[config.mk]
export PLATFORM = sky130hd
export DESIGN_NAME = deriv_fir
export DESIGN_NICKNAME = d
export VERILOG_FILES = /design/src/rtl/deriv_fir_pkg.sv /design/src/rtl/deriv_fir_taps.sv /design/src/rtl/deriv_fir_fold.sv /design/src/rtl/deriv_fir_sum.sv /design/src/rtl/deriv_fir.sv
export SDC_FILE = /design/constraint.sdc
export NUM_CORES = 2
export LEC_CHECK = 0
export BUFFER_PORTS_ARGS = -buffer_cell sky130_fd_sc_hd__buf_2
export CAP_MARGIN = 20
export CORE_UTILIZATION = 45
export CTS_BUF_LIST = sky130_fd_sc_hd__clkbuf_16
export CTS_CLUSTER_DIAMETER = 40
export DETAILED_ROUTE_END_ITERATION = 10
export PLACE_DENSITY = 0.71
export SLEW_MARGIN = 25
export SYNTH_ARGS = -nofsm -noshare
export SYNTH_HDL_FRONTEND = slang
export SYNTH_SLANG_ARGS = --single-unit
[constraint.sdc]
create_clock -name clk -period 7.02 [get_ports clk]
set_input_delay 2.106 -clock clk [delete_from_list [all_inputs] [get_ports clk]]
set_output_delay 2.106 -clock clk [all_outputs]
set_load 0.02 [all_outputs]
[src/rtl/deriv_fir_pkg.sv]
package deriv_fir_pkg;

    localparam int SAMPLE_W        = 12;
    localparam int COEF_W          = 12;
    localparam int COEF_FRAC       = 11;
    localparam int RESULT_W        = 13;
    localparam int HALF_LEN        = 16;
    localparam int TAP_CNT         = 2 * HALF_LEN + 1;
    localparam int DIFF_W          = SAMPLE_W + 1;
    localparam int PROD_W          = DIFF_W + COEF_W;
    localparam int ACC_W           = PROD_W + $clog2(HALF_LEN) + 1;
    localparam int LANES_PER_GROUP = 4;
    localparam int PIPE_LAT        = 5;

    typedef logic signed [SAMPLE_W-1:0] sample_t;
    typedef logic signed [DIFF_W-1:0]   diff_t;
    typedef logic signed [COEF_W-1:0]   coef_t;
    typedef logic signed [PROD_W-1:0]   prod_t;
    typedef logic signed [ACC_W-1:0]    acc_t;
    typedef logic signed [RESULT_W-1:0] result_t;

    localparam result_t RES_MAX   = result_t'(2**(RESULT_W-1) - 1);
    localparam result_t RES_MIN   = {1'b1, {(RESULT_W-1){1'b0}}};
    localparam acc_t    RES_MAX_A = acc_t'(2**(RESULT_W-1) - 1);
    localparam acc_t    RES_MIN_A = acc_t'(-(2**(RESULT_W-1)));

    // Windowed differentiator taps for offsets 1..HALF_LEN (Q1.11).
    // Taps at negative offsets are the negatives of these; the centre tap is zero.
    function automatic coef_t tap_coef(input int k);
        case (k)
            1:       return -12'sd2031;
            2:       return  12'sd989;
            3:       return -12'sd632;
            4:       return  12'sd445;
            5:       return -12'sd328;
            6:       return  12'sd247;
            7:       return -12'sd186;
            8:       return  12'sd140;
            9:       return -12'sd103;
            10:      return  12'sd74;
            11:      return -12'sd52;
            12:      return  12'sd34;
            13:      return -12'sd21;
            14:      return  12'sd11;
            15:      return -12'sd5;
            16:      return  12'sd1;
            default: return '0;
        endcase
    endfunction

    // Round half up at the binary point, then clamp to the result range.
    function automatic result_t round_sat(input acc_t a);
        acc_t biased;
        acc_t scaled;
        biased = a + acc_t'(2**(COEF_FRAC-1));
        scaled = biased >>> COEF_FRAC;
        if (scaled > RES_MAX_A)      return RES_MAX;
        else if (scaled < RES_MIN_A) return RES_MIN;
        else                         return scaled[RESULT_W-1:0];
    endfunction

endpackage

[src/rtl/deriv_fir_taps.sv]
module deriv_fir_taps
    import deriv_fir_pkg::*;
#(
    parameter int DEPTH = TAP_CNT
) (
    input  logic    clk,
    input  logic    rst,
    input  logic    in_valid,
    input  sample_t in_sample,
    output sample_t taps [DEPTH],
    output logic    taps_vld
);

    always_ff @(posedge clk) begin
        if (rst) begin
            for (int i = 0; i < DEPTH; i++) taps[i] <= '0;
            taps_vld <= 1'b0;
        end else begin
            taps_vld <= in_valid;
            if (in_valid) begin
                taps[0] <= in_sample;
                for (int i = 1; i < DEPTH; i++) taps[i] <= taps[i-1];
            end
        end
    end

    p_history_load_r7: assert property (@(posedge clk) disable iff (rst)
        in_valid |=> (taps[0] == $past(in_sample)));

    p_history_freeze_r7: assert property (@(posedge clk) disable iff (rst)
        !in_valid |=> ($stable(taps[0]) && $stable(taps[DEPTH-1])));

endmodule

[src/rtl/deriv_fir_fold.sv]
module deriv_fir_fold
    import deriv_fir_pkg::*;
#(
    parameter int LANES = HALF_LEN
) (
    input  logic    clk,
    input  logic    rst,
    input  sample_t taps [2*LANES+1],
    input  logic    taps_vld,
    output prod_t   prod [LANES],
    output logic    prod_vld
);

    diff_t diff_q [LANES];
    logic  diff_vld;

    always_ff @(posedge clk) begin
        if (rst) begin
            diff_vld <= 1'b0;
            prod_vld <= 1'b0;
        end else begin
            diff_vld <= taps_vld;
            prod_vld <= diff_vld;
        end
    end

    // Lane j handles offset j+1: older sample minus newer sample, then one multiply.
    always_ff @(posedge clk) begin
        for (int j = 0; j < LANES; j++) begin
            diff_q[j] <= diff_t'(taps[LANES+1+j]) - diff_t'(taps[LANES-1-j]);
            prod[j]   <= prod_t'(diff_q[j]) * prod_t'(tap_coef(j + 1));
        end
    end

    for (genvar j = 0; j < LANES; j++) begin : g_lane_chk
        p_pair_null_r8: assert property (@(posedge clk) disable iff (rst)
            (taps[LANES+1+j] == taps[LANES-1-j]) |=> (diff_q[j] == '0));
    end

endmodule

[src/rtl/deriv_fir_sum.sv]
module deriv_fir_sum
    import deriv_fir_pkg::*;
#(
    parameter int LANES = HALF_LEN,
    parameter int GROUP = LANES_PER_GROUP
) (
    input  logic    clk,
    input  logic    rst,
    input  prod_t   prod [LANES],
    input  logic    prod_vld,
    output result_t result,
    output logic    result_vld
);

    localparam int   NGRP    = LANES / GROUP;
    localparam acc_t HI_EDGE = acc_t'((2**(RESULT_W-1)) * (2**COEF_FRAC) - 2**(COEF_FRAC-1));
    localparam acc_t LO_EDGE = acc_t'(-(2**(RESULT_W-1)) * (2**COEF_FRAC) - 2**(COEF_FRAC-1));

    acc_t grp_c [NGRP];
    acc_t grp_q [NGRP];
    logic grp_vld;
    acc_t total;

    always_comb begin
        for (int g = 0; g < NGRP; g++) begin
            grp_c[g] = '0;
            for (int l = 0; l < GROUP; l++) grp_c[g] = grp_c[g] + acc_t'(prod[g*GROUP+l]);
        end
    end

    always_ff @(posedge clk) begin
        for (int g = 0; g < NGRP; g++) grp_q[g] <= grp_c[g];
        if (rst) grp_vld <= 1'b0;
        else     grp_vld <= prod_vld;
    end

    always_comb begin
        total = '0;
        for (int g = 0; g < NGRP; g++) total = total + grp_q[g];
    end

    always_ff @(posedge clk) begin
        if (rst) begin
            result     <= '0;
            result_vld <= 1'b0;
        end else begin
            result_vld <= grp_vld;
            if (grp_vld) result <= round_sat(total);
        end
    end

    p_clip_high_r6: assert property (@(posedge clk) disable iff (rst)
        (grp_vld && total >= HI_EDGE) |=> (result == RES_MAX));

    p_clip_low_r6: assert property (@(posedge clk) disable iff (rst)
        (grp_vld && total < LO_EDGE) |=> (result == RES_MIN));

    p_hold_idle_r7: assert property (@(posedge clk) disable iff (rst)
        !grp_vld |=> $stable(result));

endmodule

[src/rtl/deriv_fir.sv]
module deriv_fir
    import deriv_fir_pkg::*;
(
    input  logic                       clk,
    input  logic                       rst,
    input  logic                       in_valid,
    input  logic signed [SAMPLE_W-1:0] in_sample,
    output logic                       out_valid,
    output logic signed [RESULT_W-1:0] out_deriv
);

    sample_t taps [TAP_CNT];
    logic    taps_vld;
    prod_t   prod [HALF_LEN];
    logic    prod_vld;
    result_t result;
    logic    result_vld;

    deriv_fir_taps #(.DEPTH(TAP_CNT)) u_taps (
        .clk       (clk),
        .rst       (rst),
        .in_valid  (in_valid),
        .in_sample (in_sample),
        .taps      (taps),
        .taps_vld  (taps_vld)
    );

    deriv_fir_fold #(.LANES(HALF_LEN)) u_fold (
        .clk      (clk),
        .rst      (rst),
        .taps     (taps),
        .taps_vld (taps_vld),
        .prod     (prod),
        .prod_vld (prod_vld)
    );

    deriv_fir_sum #(.LANES(HALF_LEN), .GROUP(LANES_PER_GROUP)) u_sum (
        .clk        (clk),
        .rst        (rst),
        .prod       (prod),
        .prod_vld   (prod_vld),
        .result     (result),
        .result_vld (result_vld)
    );

    assign out_valid = result_vld;
    assign out_deriv = result;

    p_reset_quiet_r1: assert property (@(posedge clk)
        rst |=> (!out_valid && out_deriv == '0));

    p_latency_fwd_r2: assert property (@(posedge clk) disable iff (rst)
        in_valid |-> ##5 out_valid);

    p_latency_back_r2: assert property (@(posedge clk) disable iff (rst)
        out_valid |-> $past(in_valid, 5));

endmodule

==> flow_metrics.tcl <==
set metrics [dict create \
    outcome "finished clean" \
    num_io_pins 29 \
    drv_slew 0 \
    syn_nets 9123 \
    htree_levels 4 \
    setup_viol 0 \
    ff_latch_area_sq_mm 0.0210 \
    cp_top_family "adder cells" \
    post-cts-setup-buffer-count 0 \
    n_fill_cell 14400 \
    yosys.area_share.simple 0.0868 \
    first_iter_violations 2518 \
    power.total_mw 22.2 \
    syn_inst 7393 \
    routedWlPerCell_um 16.2 \
    yosys.area_share.adder 0.358 \
    finalNetCount 9212 \
    synth_mux_area_frac 0.0570 \
    ys_top_cells_by_count "1333 x inv_1, 1112 x ha_1, 1051 x dfxtp_1, 832 x nor2_1, 603 x fa_1" \
    p_sw_frac 0.355 \
    ys.flop_type "dfxtp_1" \
    cts_buffers 152 \
    cap_violations 0 \
    synth_top_area_cell "dfxtp_1" \
    area.growth.synth_to_final_pct 10.8 \
    required_ns 7.72 \
    ir_worst_vdd_mv 0.515 \
    fmaxAchievable_ghz 0.182 \
    drt_first_pass_iters 5 \
    rows 147 \
    synth_area_sq_mm 0.0726 \
    power_density_mw_per_mm2 276 \
    die_h_um 404 \
    multi_input_area_sq_mm 0.0462 \
    ys_seq_area_frac 0.290 \
    grt_usage 0.198 \
    synth.top_cell.area_share 0.290 \
    worstMarginPinSlew_ns 0.957 \
    die_w_um 404 \
    cts_tree "built" \
    path_common_cell "fa_1" \
    grt_max_degree 182 \
    synth_top_family_by_area "adder cells" \
    p_int_mw 14.3 \
    seqPwrFrac 0.300 \
    clkPwrFrac 0.350 \
    clk_path_buf_depth 3 \
    slowest_stage "dfxtp_1" \
    grt-ovfl-total 0 \
    portBuffers 28 \
    critPathBufInv 2 \
    ys_warn_count 0 \
    wirelength_um 158000 \
    grt_pass1_vias 49600 \
    place_hpwl_um 130000 \
    fin_worst_skew_ns 0.0305 \
    vias 48500 \
    vias_per_cell 4.96 \
    clock-root-buffer "clkbuf_16" \
    synthXorXnorAreaFrac 0.0510 \
    core_area_sq_mm 0.160 \
    routabilityCongestion 0.880 \
    leakage_nw 40.1 \
    cpPeakStageDelay_ns 0.93 \
    dieArea_sq_mm 0.163 \
    cp_cell_sequence "ha_1 > inv_1 > ha_1 > fa_1 > inv_1 > fa_1 > fa_1 > fa_1 > ha_1 > nand3_1 > nand2_1 > a41o_1 > o21ai_0 > nand2b_1 > a21o_1 > a41oi_1 > xor2_1" \
    antenna_found_initial 2 \
    critical_path.endpoint_type "flip-flop" \
    synth_area_leaders "dfxtp_1 29%, ha_1 19%, fa_1 17%, inv_1 6.9%, mux2i_1 5.5%" \
    arrival_ns 6.19 \
    setup_slack_ns 1.53 \
    ant_nets 0 \
    hold_buffers 0 \
    cts.sinks 1051 \
    synth_edf_count 0 \
    power.share.combinational 0.351 \
    path_clk_slew_ns 0.06 \
    hold_path_class "flip-flop to flip-flop" \
    synth_compound_area_frac 0.0832 \
    drcViolationCount 0 \
    crit_fanout 21 \
    yosys_register_bits 1051 \
    p_switching_mw 7.88 \
    timing.slew.headroom 0.361 \
    dp_slack_ns 1.58 \
    grt_pass1_wl_um 258000 \
    yosysMostFrequentCell "inv_1" \
    worst-setup-path-type "flip-flop to flip-flop" \
    tns_ns 0 \
    ys_types 78 \
    period_share 0.782 \
    setup.worst_path.start_class "flip-flop" \
    synthArstFlopShare 0 \
    finalHoldViolCount 0 \
    cts_resized 0 \
    drive_above_1_share 0.0478 \
    clk_latency_ns 0.80 \
    avgSynthCellArea_sq_um 9.82 \
    rsz0062_at_grt "no" \
    initial_core_util 0.453 \
    fin_crit_ns 5.49 \
]
-- worst paths after layout --
check,startpoint,to,slack [ns],cells past startpoint
setup reg to reg,u_fold.diff_q[1][12],u_fold.prod[373],1.53,17
hold reg to reg,u_fold.diff_q[15][8],u_fold.prod[8],0.32,0
hold / removal,u_fold.diff_q[15][8],u_fold.prod[8],0.32,0
setup / recovery,u_fold.diff_q[1][12],u_fold.prod[373],1.53,17
-- metal layers --
layer | GRT usage | part of all wire | up-vias | wire, um
met5 | 0 | 0 | - | 0
met4 | 0.0566 | 0.022 | 0 | 3560
met3 | 0.0270 | 0.039 | 217 | 6130
met2 | 0.328 | 0.47 | 710 | 73900
met1 | 0.267 | 0.47 | 23300 | 74800
li1 | - | - | 24300 | -
-- cells by family (layout without fill, tap and decap cells) --
logic type,Yosys count,after routing
mux,412,412
fa+ha+maj,1715,1715
other cells,0,1
buf+inv,1434,1654
simple gates,1442,1442
flops,1051,1051
compound gates,916,916
xor+xnor,423,423
-- placed cells by master (no fill, tap or decap), drive strengths merged, types with 13 or more instances in the layout --
| master | instances |
|---|---|
| a31o | 25 |
| o21bai | 49 |
| a31oi | 23 |
| and3 | 22 |
| fa | 603 |
| nand3 | 49 |
| o21ai | 235 |
| a21boi | 69 |
| nor3 | 104 |
| xnor2 | 329 |
| nand2 | 203 |
| clkinvlp | 14 |
| nand2b | 43 |
| clkinv | 49 |
| o31a | 17 |
| a21o | 89 |
| dfxtp | 1051 |
| o41ai | 35 |
| nor2b | 106 |
| xor2 | 94 |
| mux2i | 401 |
| nor2 | 832 |
| inv | 1388 |
| buf | 36 |
| clkbuf | 154 |
| o21a | 52 |
| bufinv | 13 |
| a21oi | 207 |
| or2 | 13 |
| or3 | 15 |
| a211oi | 25 |
| ha | 1112 |
| and2 | 15 |
-- cell type report --
cell class,instances,share of cell area
multi-input combinational,4908,0.574
sequential,1051,0.261
inverter,1333,0.0622
clock buffer,154,0.0479
tap,2160,0.0336
clock inverter,131,0.0176
timing repair buffer,36,0.00351
antenna,1,0.0000311
-- registers in the layout (all words and copies together), names as in the netlist --
register	count
u_taps.taps	396
u_fold.diff_vld	1
u_fold.prod_vld	1
u_sum.result_vld	1
u_sum.grp_q	108
u_fold.prod	321
u_sum.grp_vld	1
u_sum.result	13
u_fold.diff_q	208
u_taps.taps_vld	1
-- through the flow --
stage          instances   util  area, sq um  hold WS, ns
2_1_floorplan       7393      -        72600        0.310
3_3_place_gp        9488  0.469        75200        0.313
3_5_place_dp        9488  0.469        75200        0.312
4_1_cts             9773  0.502        80500        0.324
5_1_grt             9773  0.502        80500        0.319
6_report            9774  0.502        80500        0.322
-- power groups by stage --
stage / registers [mW] / clock network [mW] / logic (mW)
after floorplan: 6.73 / 0 / 5.89
after global placement: 6.78 / 0 / 7.52
after detailed placement: 6.79 / 0 / 7.69
after CTS: 6.67 / 7.93 / 7.78
after global routing: 6.70 / 8.21 / 8.81
final: 6.66 / 7.77 / 7.79
Note: power is estimated with default switching activity, not from simulation.
